--- src/rtl/bce_pkg.sv ---
package bce_pkg;
  typedef enum logic [1:0] {ST_IDLE, ST_RD, ST_WR} bce_state_e;

  localparam int FLG_W  = 8;
  localparam int FLG_PV = 2;
  localparam int FLG_H  = 4;
  localparam int FLG_N  = 1;

  function automatic logic [FLG_W-1:0] step_flags(input logic [FLG_W-1:0] f, input logic more);
    logic [FLG_W-1:0] r;
    r         = f;
    r[FLG_H]  = 1'b0;
    r[FLG_N]  = 1'b0;
    r[FLG_PV] = more;
    return r;
  endfunction
endpackage

--- src/rtl/bce_step_reg.sv ---
module bce_step_reg #(
  parameter int W = 16
) (
  input  logic         clk_i,
  input  logic         rst_ni,
  input  logic         load_i,
  input  logic [W-1:0] init_i,
  input  logic         step_i,
  input  logic         down_i,
  output logic [W-1:0] q_o
);
  localparam logic [W-1:0] ONE = W'(1);

  logic [W-1:0] q;

  always_ff @(posedge clk_i or negedge rst_ni) begin
    if (!rst_ni)     q <= '0;
    else if (load_i) q <= init_i;
    else if (step_i) q <= down_i ? q - ONE : q + ONE;
  end

  assign q_o = q;
endmodule

--- src/rtl/bce_flag_reg.sv ---
module bce_flag_reg
  import bce_pkg::*;
(
  input  logic             clk_i,
  input  logic             rst_ni,
  input  logic             load_i,
  input  logic [FLG_W-1:0] init_i,
  input  logic             step_i,
  input  logic             more_i,
  output logic [FLG_W-1:0] flags_o
);
  logic [FLG_W-1:0] f;

  always_ff @(posedge clk_i or negedge rst_ni) begin
    if (!rst_ni)     f <= '0;
    else if (load_i) f <= init_i;
    else if (step_i) f <= step_flags(f, more_i);
  end

  assign flags_o = f;
endmodule

--- src/rtl/bce_fsm.sv ---
module bce_fsm
  import bce_pkg::*;
(
  input  logic       clk_i,
  input  logic       rst_ni,
  input  logic       start_i,
  input  logic       repeat_i,
  input  logic       dir_down_i,
  input  logic       last_i,
  output bce_state_e state_o,
  output logic       load_o,
  output logic       step_o,
  output logic       down_o,
  output logic       done_o
);
  bce_state_e st, st_nx;
  logic rep_q, down_q, done_q;

  assign load_o = (st == ST_IDLE) && start_i;
  assign step_o = (st == ST_WR);

  always_comb begin
    st_nx = st;
    unique case (st)
      ST_IDLE: if (start_i) st_nx = ST_RD;
      ST_RD:   st_nx = ST_WR;
      ST_WR:   st_nx = (rep_q && !last_i) ? ST_RD : ST_IDLE;
      default: st_nx = ST_IDLE;
    endcase
  end

  always_ff @(posedge clk_i or negedge rst_ni) begin
    if (!rst_ni) begin
      st     <= ST_IDLE;
      rep_q  <= 1'b0;
      down_q <= 1'b0;
      done_q <= 1'b0;
    end else begin
      st     <= st_nx;
      done_q <= (st == ST_WR) && (st_nx == ST_IDLE);
      if (load_o) begin
        rep_q  <= repeat_i;
        down_q <= dir_down_i;
      end
    end
  end

  assign state_o = st;
  assign down_o  = down_q;
  assign done_o  = done_q;
endmodule

--- src/rtl/blk_copy_engine.sv ---
module blk_copy_engine
  import bce_pkg::*;
#(
  parameter int AW = 16,
  parameter int DW = 8
) (
  input  logic             clk_i,
  input  logic             rst_ni,
  input  logic             start_i,
  input  logic             dir_down_i,
  input  logic             repeat_i,
  input  logic [AW-1:0]    src_i,
  input  logic [AW-1:0]    dst_i,
  input  logic [AW-1:0]    cnt_i,
  input  logic [FLG_W-1:0] flags_i,
  output logic [AW-1:0]    mem_addr_o,
  output logic             mem_rd_o,
  output logic             mem_wr_o,
  output logic [DW-1:0]    mem_wdata_o,
  input  logic [DW-1:0]    mem_rdata_i,
  output logic             ready_o,
  output logic             done_o,
  output logic [AW-1:0]    src_o,
  output logic [AW-1:0]    dst_o,
  output logic [AW-1:0]    cnt_o,
  output logic [FLG_W-1:0] flags_o
);
  localparam int NPTR = 2;
  localparam logic [AW-1:0] CNT_ONE = AW'(1);

  bce_state_e state;
  logic load, step, down, last;
  logic [AW-1:0] ptr_init [NPTR];
  logic [AW-1:0] ptr_q    [NPTR];

  // last byte of the run: count reaches zero after this step
  assign last = (cnt_o == CNT_ONE);

  bce_fsm u_fsm (
    .clk_i      (clk_i),
    .rst_ni     (rst_ni),
    .start_i    (start_i),
    .repeat_i   (repeat_i),
    .dir_down_i (dir_down_i),
    .last_i     (last),
    .state_o    (state),
    .load_o     (load),
    .step_o     (step),
    .down_o     (down),
    .done_o     (done_o)
  );

  assign ptr_init[0] = src_i;
  assign ptr_init[1] = dst_i;

  for (genvar g = 0; g < NPTR; g++) begin : g_ptr
    bce_step_reg #(.W(AW)) u_ptr (
      .clk_i  (clk_i),
      .rst_ni (rst_ni),
      .load_i (load),
      .init_i (ptr_init[g]),
      .step_i (step),
      .down_i (down),
      .q_o    (ptr_q[g])
    );
  end

  bce_step_reg #(.W(AW)) u_cnt (
    .clk_i  (clk_i),
    .rst_ni (rst_ni),
    .load_i (load),
    .init_i (cnt_i),
    .step_i (step),
    .down_i (1'b1),
    .q_o    (cnt_o)
  );

  bce_flag_reg u_flg (
    .clk_i   (clk_i),
    .rst_ni  (rst_ni),
    .load_i  (load),
    .init_i  (flags_i),
    .step_i  (step),
    .more_i  (!last),
    .flags_o (flags_o)
  );

  assign src_o       = ptr_q[0];
  assign dst_o       = ptr_q[1];
  assign ready_o     = (state == ST_IDLE);
  assign mem_rd_o    = (state == ST_RD);
  assign mem_wr_o    = (state == ST_WR);
  assign mem_addr_o  = (state == ST_WR) ? ptr_q[1] : ptr_q[0];
  assign mem_wdata_o = mem_rdata_i;
endmodule

--- config.mk ---
export PLATFORM = sky130hd
export DESIGN_NAME = blk_copy_engine
export DESIGN_NICKNAME = d
export VERILOG_FILES = /design/src/rtl/bce_pkg.sv /design/src/rtl/bce_step_reg.sv /design/src/rtl/bce_flag_reg.sv /design/src/rtl/bce_fsm.sv /design/src/rtl/blk_copy_engine.sv
export SDC_FILE = /design/constraint.sdc
export NUM_CORES = 1
export LEC_CHECK = 0
export BUFFER_PORTS_ARGS = -buffer_cell sky130_fd_sc_hd__buf_2
export CORE_ASPECT_RATIO = 1.5
export CORE_MARGIN = 3
export CORE_UTILIZATION = 58
export DETAILED_ROUTE_END_ITERATION = 12
export GPL_TIMING_DRIVEN = 0
export MAX_ROUTING_LAYER = met4
export PLACE_DENSITY = 0.95
export SYNTH_ARGS = -nofsm -noshare
export SYNTH_HDL_FRONTEND = slang
export SYNTH_HIERARCHICAL = 1
export SYNTH_SLANG_ARGS = --single-unit
--- constraint.sdc ---
create_clock -name clk_i -period 7.8 [get_ports clk_i]
set_input_delay 0.78 -clock clk_i [delete_from_list [all_inputs] [get_ports clk_i]]
set_output_delay 0.78 -clock clk_i [all_outputs]
set_load 0.005 [all_outputs]
==> qor.csv, run 1 <==
stage;metric;value;unit
outcome;outcome;completed;
cells_and_area;drive_gt1_share;31.7;%
setup_path;setup.worst_path.class;reg2reg;
clock_network;cts_tree;built;
cells_and_area;regArea;1530;µm²
power;ir_worst_vdd;0.000315;V
yosys;avgSynthCellArea;9.49;µm²
floorplanning;initial_core_util;60.1;%
worst_hold_path;hold_path.class;reg2reg;
flow_run;cap_violations;0;
floorplanning;io_pins;153;
power;leakage;3.20;nW
cells_and_area;filler_cell_count;697;
clock_network;htree_levels;3;
clock_network;path_clk_slew;0.05;ns
grt;grtUsageTotal;33.0;%
place;preCtsSetupSlack;4.64;ns
cells_and_area;final_cell_area;6600;µm²
detailed_routing;routed_wl;16800;µm
cells_and_area;syn_to_final_growth;22.9;%
sta;rsz0062_at_grt;false;
clock_network;cts_hold_buf;0;
yosys;synth_ff_type;dfrtp_1;
detailed_routing;initialDrtViolationCount;549;
yosys;netlist_instances;566;
sta;post-route-min-period;2.77;ns
grt;antenna_found_initial;0;
yosys;synthArstFlopShare;100;%
yosys;ys_seq_area_share;28.4;%
detailed_routing;viasPerCell;6.46;
power;p_sw_share;48.6;%
setup_path;start_kind;flip-flop;
setup_path;cp-end-kind;flip-flop;
sta;worstMarginPinSlew;0.929;ns
grt;grt_max_degree;62;
sta;setup_viol;0;
cells_and_area;nets;850;
clock_network;clock-sinks;61;
yosys;yosys_warnings;6;
clock_network;numCtsBuffers;9;
setup_path;cp.arrival;2.97;ns
clock_network;clockBufferDepth;2;
floorplanning;dieArea;10500;µm²
sta;fin_setup_tns;0;ns
power;seqPwrFrac;20.5;%
clock_network;cts-root-buf;clkbuf_16;
detailed_routing;vias;5496;
power;power.internal;1.85;mW
sta;hold_viol_final;0;
detailed_routing;final_antenna_net_count;0;
floorplanning;core-area;8930;µm²
place;globalplace.congestion;0.944;
yosys;syn_area;5370;µm²
sta;hold_ws;0.501;ns
place;placed_cell_area;6280;µm²
detailed_routing;routedWlPerCell;19.7;µm
place;dp_hpwl;12400;µm
place;port_buffers;144;
yosys;ys_ff_latch;61;
sta;slew_headroom;37.9;%
sta;max_freq;361;MHz
setup_path;critical_path_required;8.00;ns
floorplanning;die_h;124;µm
sta;slew_viol_final;0;
clock_network;ctsResizeCount;0;
grt;grt_overflow_total;0;
setup_path;critPathMaxFanout;37;
grt;grt_pass1_vias;5461;
power;p_per_area;545;nW/µm²
clock_network;clk_latency;0.33;ns
floorplanning;die_width;84.6;µm
power;p_switching;1.75;mW
detailed_routing;first_pass_iters;6;
clock_network;postCtsSetupRepairBufs;0;
power;pwr-share-clk;11.7;%
floorplanning;rows;42;
sta;clock_skew;0.00602;ns
power;comb_power_share;67.8;%
yosys;ys_types;70;
detailed_routing;drc;0;
cells_and_area;n_antenna_cell;0;
yosys;synth-edff-count;0;
grt;grt_pass1_wl;26800;µm
cells_and_area;multi_input_area;3640;µm²
sta;fin_crit_sh;35.5;%
sta;setup_slack;5.03;ns
## placed cells by master, fill, tap and decap left out, types with 13 or more instances in the layout
master and instances:
buf_2 147, dfrtp_1 60, ha_1 42, nand2_1 40
a21oi_1 37, o21ai_0 33, nor2_1 23, a22oi_1 20
xor2_1 17, mux2_4 16, a21o_1 16, conb_1 16
xnor2_1 14, nand3_1 14, o21ai_1 14, mux2i_1 13
## critical path, cell delays in order (launching register included)
cell and delay (ns):
dfrtp_2 0.91, ha_1 0.36, buf_2 0.17, a211oi_2 0.24, o21ai_0 0.15, a21oi_2 0.25, a2111oi_0 0.14, or3b_1 0.41
## path summary, 6_finish.rpt
path	startpoint	end	slack [ns]	cells past startpoint
min in group asynchronous	rst_ni	g_ptr[0].u_ptr/q_o[10]	0.53	1
worst min-delay path	u_flg/flags_o[4]	u_flg/flags_o[4]	0.50	1
max in group asynchronous	rst_ni	u_fsm/down_o	6.68	1
worst max-delay path	u_fsm/down_o	g_ptr[1].u_ptr/q_o[14]	5.03	7
worst min register to register	u_flg/flags_o[4]	u_flg/flags_o[4]	0.50	1
worst max register to register	u_fsm/down_o	g_ptr[1].u_ptr/q_o[14]	5.03	7
## power groups by stage
stage / sequential [mW] / combinational, mW / clock (mW)
2_1_floorplan: 0.665 / 1.73 / 0
3_3_place_gp: 0.721 / 2.27 / 0
3_5_place_dp: 0.733 / 2.36 / 0
4_1_cts: 0.730 / 2.40 / 0.424
5_1_grt: 0.758 / 2.65 / 0.439
6_report: 0.738 / 2.44 / 0.419
## per-stage QoR
step,power [mW],util (%),cells
finish,3.60,73.9,851
global route,3.85,73.9,851
CTS,3.55,73.8,851
detailed placement,3.09,70.3,835
global placement,2.99,70.3,835
floorplan,2.39,-,581
## cell families (layout without fill, tap and decap cells)
group | after synthesis | count (layout) | synth area share, %
AOI/OAI and AO/OA | 196 | 196 | 25.5
xor gates and xnor gates | 31 | 31 | 5.06
adders and majority gates | 45 | 45 | 10.9
buffers and inverters | 40 | 200 | 4.73
DFF | 61 | 61 | 28.4
muxes | 38 | 38 | 8.79
other | 1 | 16 | 0.0698
and+or+nand+nor | 154 | 154 | 16.5
## Yosys cell counts, types with 4 or more instances
| master | instances | area [µm²] |
|---|---|---|
| inv_1 | 10 | 37.5 |
| a211oi_2 | 4 | 50.1 |
| o211ai_1 | 10 | 75.1 |
| buf_2 | 4 | 20.0 |
| a22o_1 | 4 | 35.0 |
| or3b_1 | 4 | 35.0 |
| nor2_1 | 23 | 86.3 |
| nor2b_1 | 8 | 50.1 |
| mux2i_1 | 13 | 130 |
| o211a_1 | 7 | 70.1 |
| nand2_1 | 40 | 150 |
| nand3b_1 | 7 | 52.6 |
| dfrtp_1 | 61 | 1530 |
| and3_1 | 6 | 37.5 |
| a21oi_1 | 37 | 185 |
| clkbuf_1 | 7 | 26.3 |
| a31oi_1 | 5 | 31.3 |
| a21o_1 | 16 | 120 |
| buf_4 | 8 | 60.1 |
| o21ai_1 | 14 | 70.1 |
| buf_6 | 7 | 78.8 |
| a2111oi_0 | 6 | 52.6 |
| nand4_1 | 11 | 68.8 |
| ha_1 | 42 | 526 |
| nand3_1 | 14 | 70.1 |
| a22oi_1 | 20 | 150 |
| nor3_1 | 7 | 35.0 |
| xnor2_1 | 14 | 123 |
| o21ai_0 | 33 | 165 |
| mux2_4 | 16 | 240 |
| or3_1 | 6 | 37.5 |
| mux2_2 | 9 | 101 |
| xor2_1 | 17 | 149 |
| o21bai_1 | 5 | 37.5 |
| a21oi_2 | 5 | 43.8 |
## per-layer routing
metal | vias to the layer above | global-route usage (%) | part of all wire (%)
li1 | 2496 | - | -
met5 | - | - | 0
met1 | 2605 | 35.4 | 37
met3 | 87 | 5.23 | 7.3
met4 | 0 | 19.4 | 5.5
met2 | 308 | 57.5 | 51
## layout make-up
type                            instances  share of cell area (%)
Multi-Input combinational cell        480                    55.2
Sequential cell                        61                    23.1
Timing Repair Buffer                  144                    11.0
Clock buffer                           13                    4.09
Buffer                                 30                    3.28
Tap cell                              110                    2.09
Clock inverter                          3                   0.645
Inverter                               10                   0.569
## state kept, by name, summed over array words and instances, names as in the netlist
register / flops
u_fsm/down_o: 1
g_ptr.u_ptr/q_o: 32
u_fsm/state_o: 2
u_fsm/rep_q: 1
u_fsm/done_o: 1
u_cnt/q_o: 16
u_flg/flags_o: 8
(Power assumes the default switching activity.)
==> run 2: changes to the inputs <==
--- a/config.mk
+++ b/config.mk
@@ -5,14 +5,15 @@
 export SDC_FILE = /design/constraint.sdc
 export NUM_CORES = 1
 export LEC_CHECK = 0
+export ABC_AREA = 1
 export BUFFER_PORTS_ARGS = -buffer_cell sky130_fd_sc_hd__buf_2
 export CORE_ASPECT_RATIO = 1.5
 export CORE_MARGIN = 3
-export CORE_UTILIZATION = 58
+export CORE_UTILIZATION = 54
 export DETAILED_ROUTE_END_ITERATION = 12
 export GPL_TIMING_DRIVEN = 0
 export MAX_ROUTING_LAYER = met4
-export PLACE_DENSITY = 0.95
+export PLACE_DENSITY = 0.89
 export SYNTH_ARGS = -nofsm -noshare
 export SYNTH_HDL_FRONTEND = slang
 export SYNTH_HIERARCHICAL = 1
==> constraint.sdc (replaced) <==
create_clock -name clk_i -period 2.6 [get_ports clk_i]
set_input_delay 0.26 -clock clk_i [delete_from_list [all_inputs] [get_ports clk_i]]
set_output_delay 0.26 -clock clk_i [all_outputs]
set_load 0.005 [all_outputs]
==> run 2 against run 1 <==
  * The flow now finishes with violations (hold timing)
  * Synthesized cell count is 57% higher
  * Setup slack worse by 4.7 ns
  * Routed wire length is 1.0% higher
  * Sequential share of layout area is 1.5 points lower
  * Combinational power grew to 2.8 times the previous value
  * Final cell count is 42% higher
  * Highest routed layer unchanged
  * Sequential power grew to 2.9 times the previous value
  * Clock skew is 0.00073 ns lower
==> qor.csv, run 2 <==
stage;metric;value;unit;change
yosys;synthArstFlopShare;100;%;unchanged
grt;grt_overflow_total;0;;unchanged
setup_path;crit_top_cell;nand2_1;;
place;preCtsSetupSlack;-0.0853;ns;was 4.64 ns
yosys;synth_top_cell_area_share;26.5;%;was 28.4%
sta;setup_viol;0;;unchanged
detailed_routing;viasPerCell;5.21;;was 6.46
yosys;ys_top_cells_by_count;354 x nand2_1, 121 x inv_1, 62 x nand3_1, 61 x dfrtp_1, 49 x nor2_1;;was 61 x dfrtp_1, 42 x ha_1, 40 x nand2_1, 37 x a21oi_1, 33 x o21ai_0
sta;post-route-min-period;2.26;ns;was 2.77 ns
cells_and_area;final_common_cell;nand2_1;;was buf_2
grt;grtUsageTotal;29.7;%;was 33.0%
detailed_routing;routed_wl;17000;µm;was 16,800 µm
flow_run;cap_violations;0;;unchanged
yosys;syn_area;5760;µm²;was 5370 µm²
sta;slew_headroom;43.8;%;was 37.9%
outcome;violations;hold timing;;
sta;rsz0062_at_grt;false;;unchanged
grt;antenna_found_initial;1;;was 0
clock_network;path_clk_slew;0.06;ns;was 0.05 ns
clock_network;cts_hold_buf;0;;unchanged
yosys;synthTopCellsByArea;dfrtp_1 26%, nand2_1 23%, ha_1 9.1%;;was dfrtp_1 28%, ha_1 9.8%, mux2_4 4.5%
sta;clock_skew;0.00529;ns;was 0.00602 ns
cells_and_area;largest_register_ffs;32;;unchanged
sta;slew_viol_final;0;;unchanged
floorplanning;die_h;132;µm;was 124 µm
cells_and_area;utilization;68.7;%;was 73.9%
clock_network;cts-root-buf;clkbuf_16;;unchanged
clock_network;numCtsBuffers;9;;unchanged
outcome;outcome;finished with violations;;was completed
sta;worstMarginPinSlew;0.842;ns;was 0.929 ns
floorplanning;die_width;90.3;µm;was 84.6 µm
yosys;synth-edff-count;0;;unchanged
clock_network;clockBufferDepth;2;;unchanged
sta;hold_viol_final;4;;was 0
clock_network;cts_tree;built;;unchanged
setup_path;reg2reg_slack;0.34;ns;was 5.03 ns
setup_path;cp_slowest_cell;dfrtp_2;;unchanged
grt;grt_pass1_vias;6112;;was 5,461
place;globalplace.congestion;0.957;;was 0.944
yosys;yosys_warnings;6;;unchanged
floorplanning;dieArea;12000;µm²;was 10,500 µm²
detailed_routing;routed-wl-met2;8790;µm;was 8510 µm
worst_hold_path;hold_path.class;in2async;;was reg2reg
floorplanning;core-area;10200;µm²;was 8930 µm²
setup_path;critical_path_required;2.83;ns;was 8.00 ns
yosys;synth_ff_type;dfrtp_1;;unchanged
yosys;ys_types;38;;was 70
detailed_routing;highest_layer;met4;;unchanged
sta;max_freq;442;MHz;was 361 MHz
detailed_routing;final_antenna_net_count;0;;unchanged
power;leakage;4.20;nW;was 3.20 nW
detailed_routing;initialDrtViolationCount;363;;was 549
grt;grt_max_degree;62;;unchanged
detailed_routing;wirelength_met1;6370;µm;was 6140 µm
setup_path;path_cells;ha_1, nand2_1, nand2_1, nand2_1, nand2_1, a21oi_1, nand3_1, nand3_1, nand2_1;;was ha_1, buf_2, a211oi_2, o21ai_0, a21oi_2, a2111oi_0, or3b_1
setup_path;cp-end-kind;flip-flop;;unchanged
yosys;avgSynthCellArea;6.49;µm²;was 9.49 µm²
yosys;ys_seq_area_share;26.5;%;was 28.4%
cells_and_area;filler_cell_count;948;;was 697
setup_path;crit_buf_inv;0;;was 1
setup_path;slowest_delay;0.85;ns;was 0.91 ns
grt;grt_pass1_wl;28200;µm;was 26,800 µm
setup_path;cp.arrival;2.49;ns;was 2.97 ns
cells_and_area;syn_to_final_growth;22.3;%;was 22.9%
cells_and_area;final_cell_mix;354 x nand2_1, 148 x buf_2, 121 x inv_1;;was 147 x buf_2, 60 x dfrtp_1, 42 x ha_1
clock_network;htree_levels;3;;unchanged
sta;setup_slack;0.335;ns;was 5.03 ns
place;port_buffers;144;;unchanged
detailed_routing;vias;6278;;was 5,496
setup_path;setup.worst_path.class;reg2reg;;unchanged
detailed_routing;first_pass_iters;5;;was 6
yosys;yosysMostFrequentCell;nand2_1;;was dfrtp_1
power;ir_worst_vdd;0.000878;V;was 0.000315 V
floorplanning;initial_core_util;56.2;%;was 60.1%
place;dp_hpwl;13300;µm;was 12,400 µm
yosys;netlist_instances;888;;was 566
floorplanning;rows;45;;was 42
setup_path;critPathMaxFanout;33;;was 37
power;p_per_area;1440;nW/µm²;was 545 nW/µm²
clock_network;clk_latency;0.34;ns;was 0.33 ns
cells_and_area;nets;1172;;was 850
yosys;ys_ff_latch;61;;unchanged
detailed_routing;routedWlPerCell;14.1;µm;was 19.7 µm
clock_network;clock-sinks;61;;unchanged
floorplanning;io_pins;153;;unchanged
cells_and_area;drive_gt1_share;22.8;%;was 31.7%
sta;fin_crit_sh;87.1;%;was 35.5%
detailed_routing;drc;0;;unchanged
sta;hold_ws;-0.0141;ns;was 0.501 ns
yosys;synth_top_area_cell;dfrtp_1;;unchanged
setup_path;start_kind;flip-flop;;unchanged
detailed_routing;met3_length;1130;µm;was 1220 µm
power;p_total;10.2;mW;was 3.60 mW
setup_path;critical-path-top-delay-family;flip-flops;;unchanged
run 2: changes by cell type after synthesis, moves of 13 or more:
cell	delta
xor2_1	-17
nor2_1	+26
nand2_1	+314
o21ai_0	-28
nand3_1	+48
mux2i_1	-13
nand2_2	+23
inv_1	+111
mux2_4	-16
a21o_1	-16
run 2: area by class of cell:
cell class,instances,area [µm²],area share (%)
Buffer,20,159,2.26
Antenna cell,1,2.50,0.0355
Sequential cell,61,1530,21.7
Clock inverter,7,98.8,1.40
Tap cell,141,176,2.50
Timing Repair Buffer,144,723,10.3
Clock buffer,9,225,3.20
Inverter,134,513,7.28
Multi-Input combinational cell,688,3620,51.4
run 2: path summary, 6_finish.rpt:
path	from	to	depth (start not counted)
min	rst_ni	g_ptr[1].u_ptr/q_o[11]	1
max reg2reg	u_fsm/down_o	g_ptr[1].u_ptr/q_o[15]	9
min reg2reg	u_flg/flags_o[3]	u_flg/flags_o[3]	2
min in group clk_i	flags_i[6]	u_flg/flags_o[6]	3
max in group asynchronous	rst_ni	u_fsm/down_o	1
max	u_fsm/down_o	g_ptr[1].u_ptr/q_o[15]	9
run 2: routing by layer:
layer / vias to the layer above / track usage, %
li1: 3137 / -
met1: 2830 / 31.3
met2: 253 / 53.5
met3: 58 / 6.14
met4: 0 / 12.6
met5: - / -
run 2: logic make-up (layout without fill, tap and decap cells):
logic type	Yosys count	count (layout)	synth area share, %
compound gates	88	88	9.38
xor+xnor	9	9	1.37
fa+ha+maj	45	45	10.2
buf+inv	154	314	11.7
flops	61	61	26.5
other cells	1	17	0.0651
simple gates	530	530	40.9
run 2: through the flow:
step,setup TNS [ns],instances,cell area (µm²)
global route,0,1205,7040
CTS,0,1204,7040
detailed placement,-0.112,1188,6720
finish,0,1205,7040
floorplan,0,903,5820
global placement,-0.0926,1188,6710
run 2: repair_timing:
item                       CTS  global route
setup buffers                0             0
gates resized for setup      1             0
setup endpoints to repair    2             0
run 2: power breakdown:
part           internal (mW)  switching (mW)  total (mW)
logic                   2.63            4.09        6.72
clock network          0.843           0.477        1.32
registers               1.42           0.693        2.12
total                   4.90            5.26        10.2
==> run 3: changes to the inputs <==
--- a/config.mk
+++ b/config.mk
@@ -12,6 +12,7 @@
 export CORE_UTILIZATION = 54
 export DETAILED_ROUTE_END_ITERATION = 12
 export GPL_TIMING_DRIVEN = 0
+export HOLD_SLACK_MARGIN = 0.05
 export MAX_ROUTING_LAYER = met4
 export PLACE_DENSITY = 0.89
 export SYNTH_ARGS = -nofsm -noshare
==> run 3 against run 2 <==
  * The flow now finishes without violations
  * Via count about the same
  * Global-route usage unchanged
  * Flip-flop and latch count unchanged
  * Count of clock-buffer cells in the layout unchanged
  * Routed wire length increased by 0.14%
  * Clock power about the same
  * Setup slack got worse by 0.0067 ns
  * Critical path type unchanged
  * Power increased by 0.10%
  * Final cell count about the same
  * Fmax decreased by 0.30%
  * Non-clock buffer count increased by 1
  * Clock skew about the same
  * Largest cell class unchanged
==> qor.csv, run 3 (synthesized netlist as in run 2, its figures left out) <==
stage;metric;value;unit;change
outcome;outcome;completed;;was finished with violations
setup_path;reg2reg_slack;0.33;ns;was 0.34 ns
worst_hold_path;hold_path.class;in2reg;;was in2async
clock_network;cts-root-buf;clkbuf_16;;unchanged
power;p_total;10.2;mW;about the same
setup_path;cp.arrival;2.50;ns;was 2.49 ns
cells_and_area;multi_input_area;3620;µm²;unchanged
sta;post-route-min-period;2.27;ns;was 2.26 ns
worst_hold_path;holdCritStartpoint;flags_i[6];;
place;globalplace.congestion;0.957;;unchanged
clock_network;numCtsBuffers;9;;unchanged
sta;fin_crit_sh;87.4;%;was 87.1%
clock_network;htree_levels;3;;unchanged
place;placed_cell_area;6720;µm²;unchanged
cells_and_area;nets;1173;;was 1,172
power;ir_worst_vdd;0.000878;V;about the same
clock_network;postCtsSetupRepairBufs;0;;unchanged
cells_and_area;largest_register_ffs;32;;unchanged
setup_path;start_kind;flip-flop;;unchanged
clock_network;path_clk_slew;0.06;ns;about the same
detailed_routing;routedWlPerCell;14.1;µm;about the same
setup_path;crit_buf_inv;0;;unchanged
clock_network;clock-sinks;61;;unchanged
setup_path;cp-end-kind;flip-flop;;unchanged
sta;max_freq;440;MHz;was 442 MHz
sta;setup_viol;0;;unchanged
grt;grt_max_degree;62;;unchanged
sta;rsz0062_at_grt;false;;unchanged
flow_run;cap_violations;0;;unchanged
worst_hold_path;hold_depth;3;;
grt;grtUsageTotal;29.7;%;unchanged
place;preCtsSetupSlack;-0.0853;ns;unchanged
place;place_inst;1188;;unchanged
sta;hold_viol_final;0;;was 4
place;dp_hpwl;13300;µm;unchanged
clock_network;clockBufferDepth;2;;unchanged
clock_network;cts_tree;built;;unchanged
setup_path;crit_top_cell;nand2_1;;unchanged
clock_network;clk_latency;0.34;ns;about the same
grt;grt_overflow_total;0;;unchanged
grt;antenna_found_initial;1;;unchanged
sta;clock_skew;0.00545;ns;was 0.00529 ns
setup_path;cp_slowest_cell;dfrtp_2;;unchanged
worst_hold_path;min_to;u_flg/flags_o[6];;
detailed_routing;vias;6281;;was 6,278
setup_path;reg2regPathDepth;9;;unchanged
power;p_per_area;1440;nW/µm²;about the same
detailed_routing;drc;0;;unchanged
sta;setup_slack;0.328;ns;was 0.335 ns
detailed_routing;routed_wl;17000;µm;about the same
setup_path;slowest_delay;0.85;ns;about the same
detailed_routing;initialDrtViolationCount;376;;was 363
cells_and_area;syn_to_final_growth;22.5;%;was 22.3%
cells_and_area;drive_gt1_share;22.7;%;was 22.8%
setup_path;critical_path_required;2.83;ns;about the same
place;port_buffers;144;;unchanged
floorplanning;die_h;132;µm;unchanged
setup_path;setup.worst_path.class;reg2reg;;unchanged
floorplanning;rows;45;;unchanged
setup_path;timing.rr.end;g_ptr[1].u_ptr/q_o[15];;unchanged
power;leakage;4.21;nW;was 4.20 nW
cells_and_area;filler_cell_count;947;;was 948
detailed_routing;routed-wl-met2;8790;µm;about the same
detailed_routing;final_antenna_net_count;0;;unchanged
detailed_routing;highest_layer;met4;;unchanged
cells_and_area;final_cell_area;7050;µm²;was 7040 µm²
floorplanning;initial_core_util;56.2;%;unchanged
floorplanning;core-area;10200;µm²;unchanged
grt;grt_pass1_wl;28200;µm;about the same
cells_and_area;final_common_cell;nand2_1;;unchanged
floorplanning;die_width;90.3;µm;unchanged
floorplanning;io_pins;153;;unchanged
sta;hold_ws;0.126;ns;was -0.0141 ns
setup_path;critPathMaxFanout;33;;unchanged
setup_path;critical-path-top-delay-family;flip-flops;;unchanged
cells_and_area;final_cell_mix;354 x nand2_1, 148 x buf_2, 121 x inv_1;;unchanged
detailed_routing;wirelength_met1;6340;µm;was 6370 µm
sta;slew_headroom;44.4;%;was 43.8%
cells_and_area;regArea;1530;µm²;unchanged
sta;slew_viol_final;0;;unchanged
detailed_routing;viasPerCell;5.21;;about the same
detailed_routing;first_pass_iters;5;;unchanged
sta;worstMarginPinSlew;0.834;ns;was 0.842 ns
floorplanning;dieArea;12000;µm²;unchanged
cells_and_area;final_cells;1206;;was 1,205
grt;grt_pass1_vias;6122;;was 6,112
detailed_routing;met3_length;1220;µm;was 1130 µm
setup_path;r2r_start;u_fsm/down_o;;unchanged
setup_path;path_cells;ha_1, nand2_1, nand2_1, nand2_1, nand2_1, a21oi_1, nand3_1, nand3_1, nand2_1;;unchanged
[run 3: changes by cell type in the layout (fill, tap and decap cells not counted), sizes merged]
| cell | change |
|---|---|
| dlygate4sd3 | +1 |
[run 3: how the worst max path moves through the flow]
stage | startpoint | to | slack (ns) | cells after the start
after detailed placement | u_fsm/down_o | g_ptr[1].u_ptr/q_o[15] | -0.09 | 9
after global placement | u_fsm/down_o | g_ptr[1].u_ptr/q_o[15] | -0.06 | 9
final | u_fsm/down_o | g_ptr[1].u_ptr/q_o[15] | 0.33 | 9
after global routing | u_fsm/down_o | g_ptr[1].u_ptr/q_o[15] | 0.17 | 10
after CTS | u_fsm/down_o | g_ptr[1].u_ptr/q_o[15] | 0.36 | 9
after floorplan | u_fsm/down_o | g_ptr[0].u_ptr/q_o[12] | 0.47 | 7
[run 3: layout make-up]
cell class,instances,area share (%)
clock buffer,9,3.19
tap,141,2.50
timing repair buffer,145,10.4
antenna,1,0.0355
buffer,20,2.25
inverter,134,7.27
multi-input combinational,688,51.3
sequential,61,21.7
clock inverter,7,1.40
[run 3: metal layers]
layer | vias up | global-route usage, %
li1 | 3136 | -
met1 | 2839 | 31.3
met2 | 255 | 53.3
met3 | 51 | 6.14
met4 | 0 | 12.9
met5 | - | -
[run 3: timing repair]
item,in CTS,in global routing
setup endpoints to repair,2,0
hold endpoints to repair,9,0
gates resized for setup,1,0
hold buffers,1,0
[run 3: worst min-delay path, stage by stage]
cell and delay (ns):
buf_2 0.07, nand2_1 0.04, nand2_1 0.05
[run 3: power by group]
group	leakage (nW)	total (mW)	internal [mW]	switching [mW]
registers	0.751	2.12	1.42	0.694
logic	3.30	6.73	2.63	4.10
clock network	0.156	1.32	0.843	0.476
[run 3: per-stage QoR]
| stage | utilization (%) | setup TNS, ns |
|---|---|---|
| floorplan | - | 0 |
| global placement | 65.5 | -0.0926 |
| detailed placement | 65.5 | -0.112 |
| CTS | 68.8 | 0 |
| global route | 68.8 | 0 |
| finish | 68.8 | 0 |
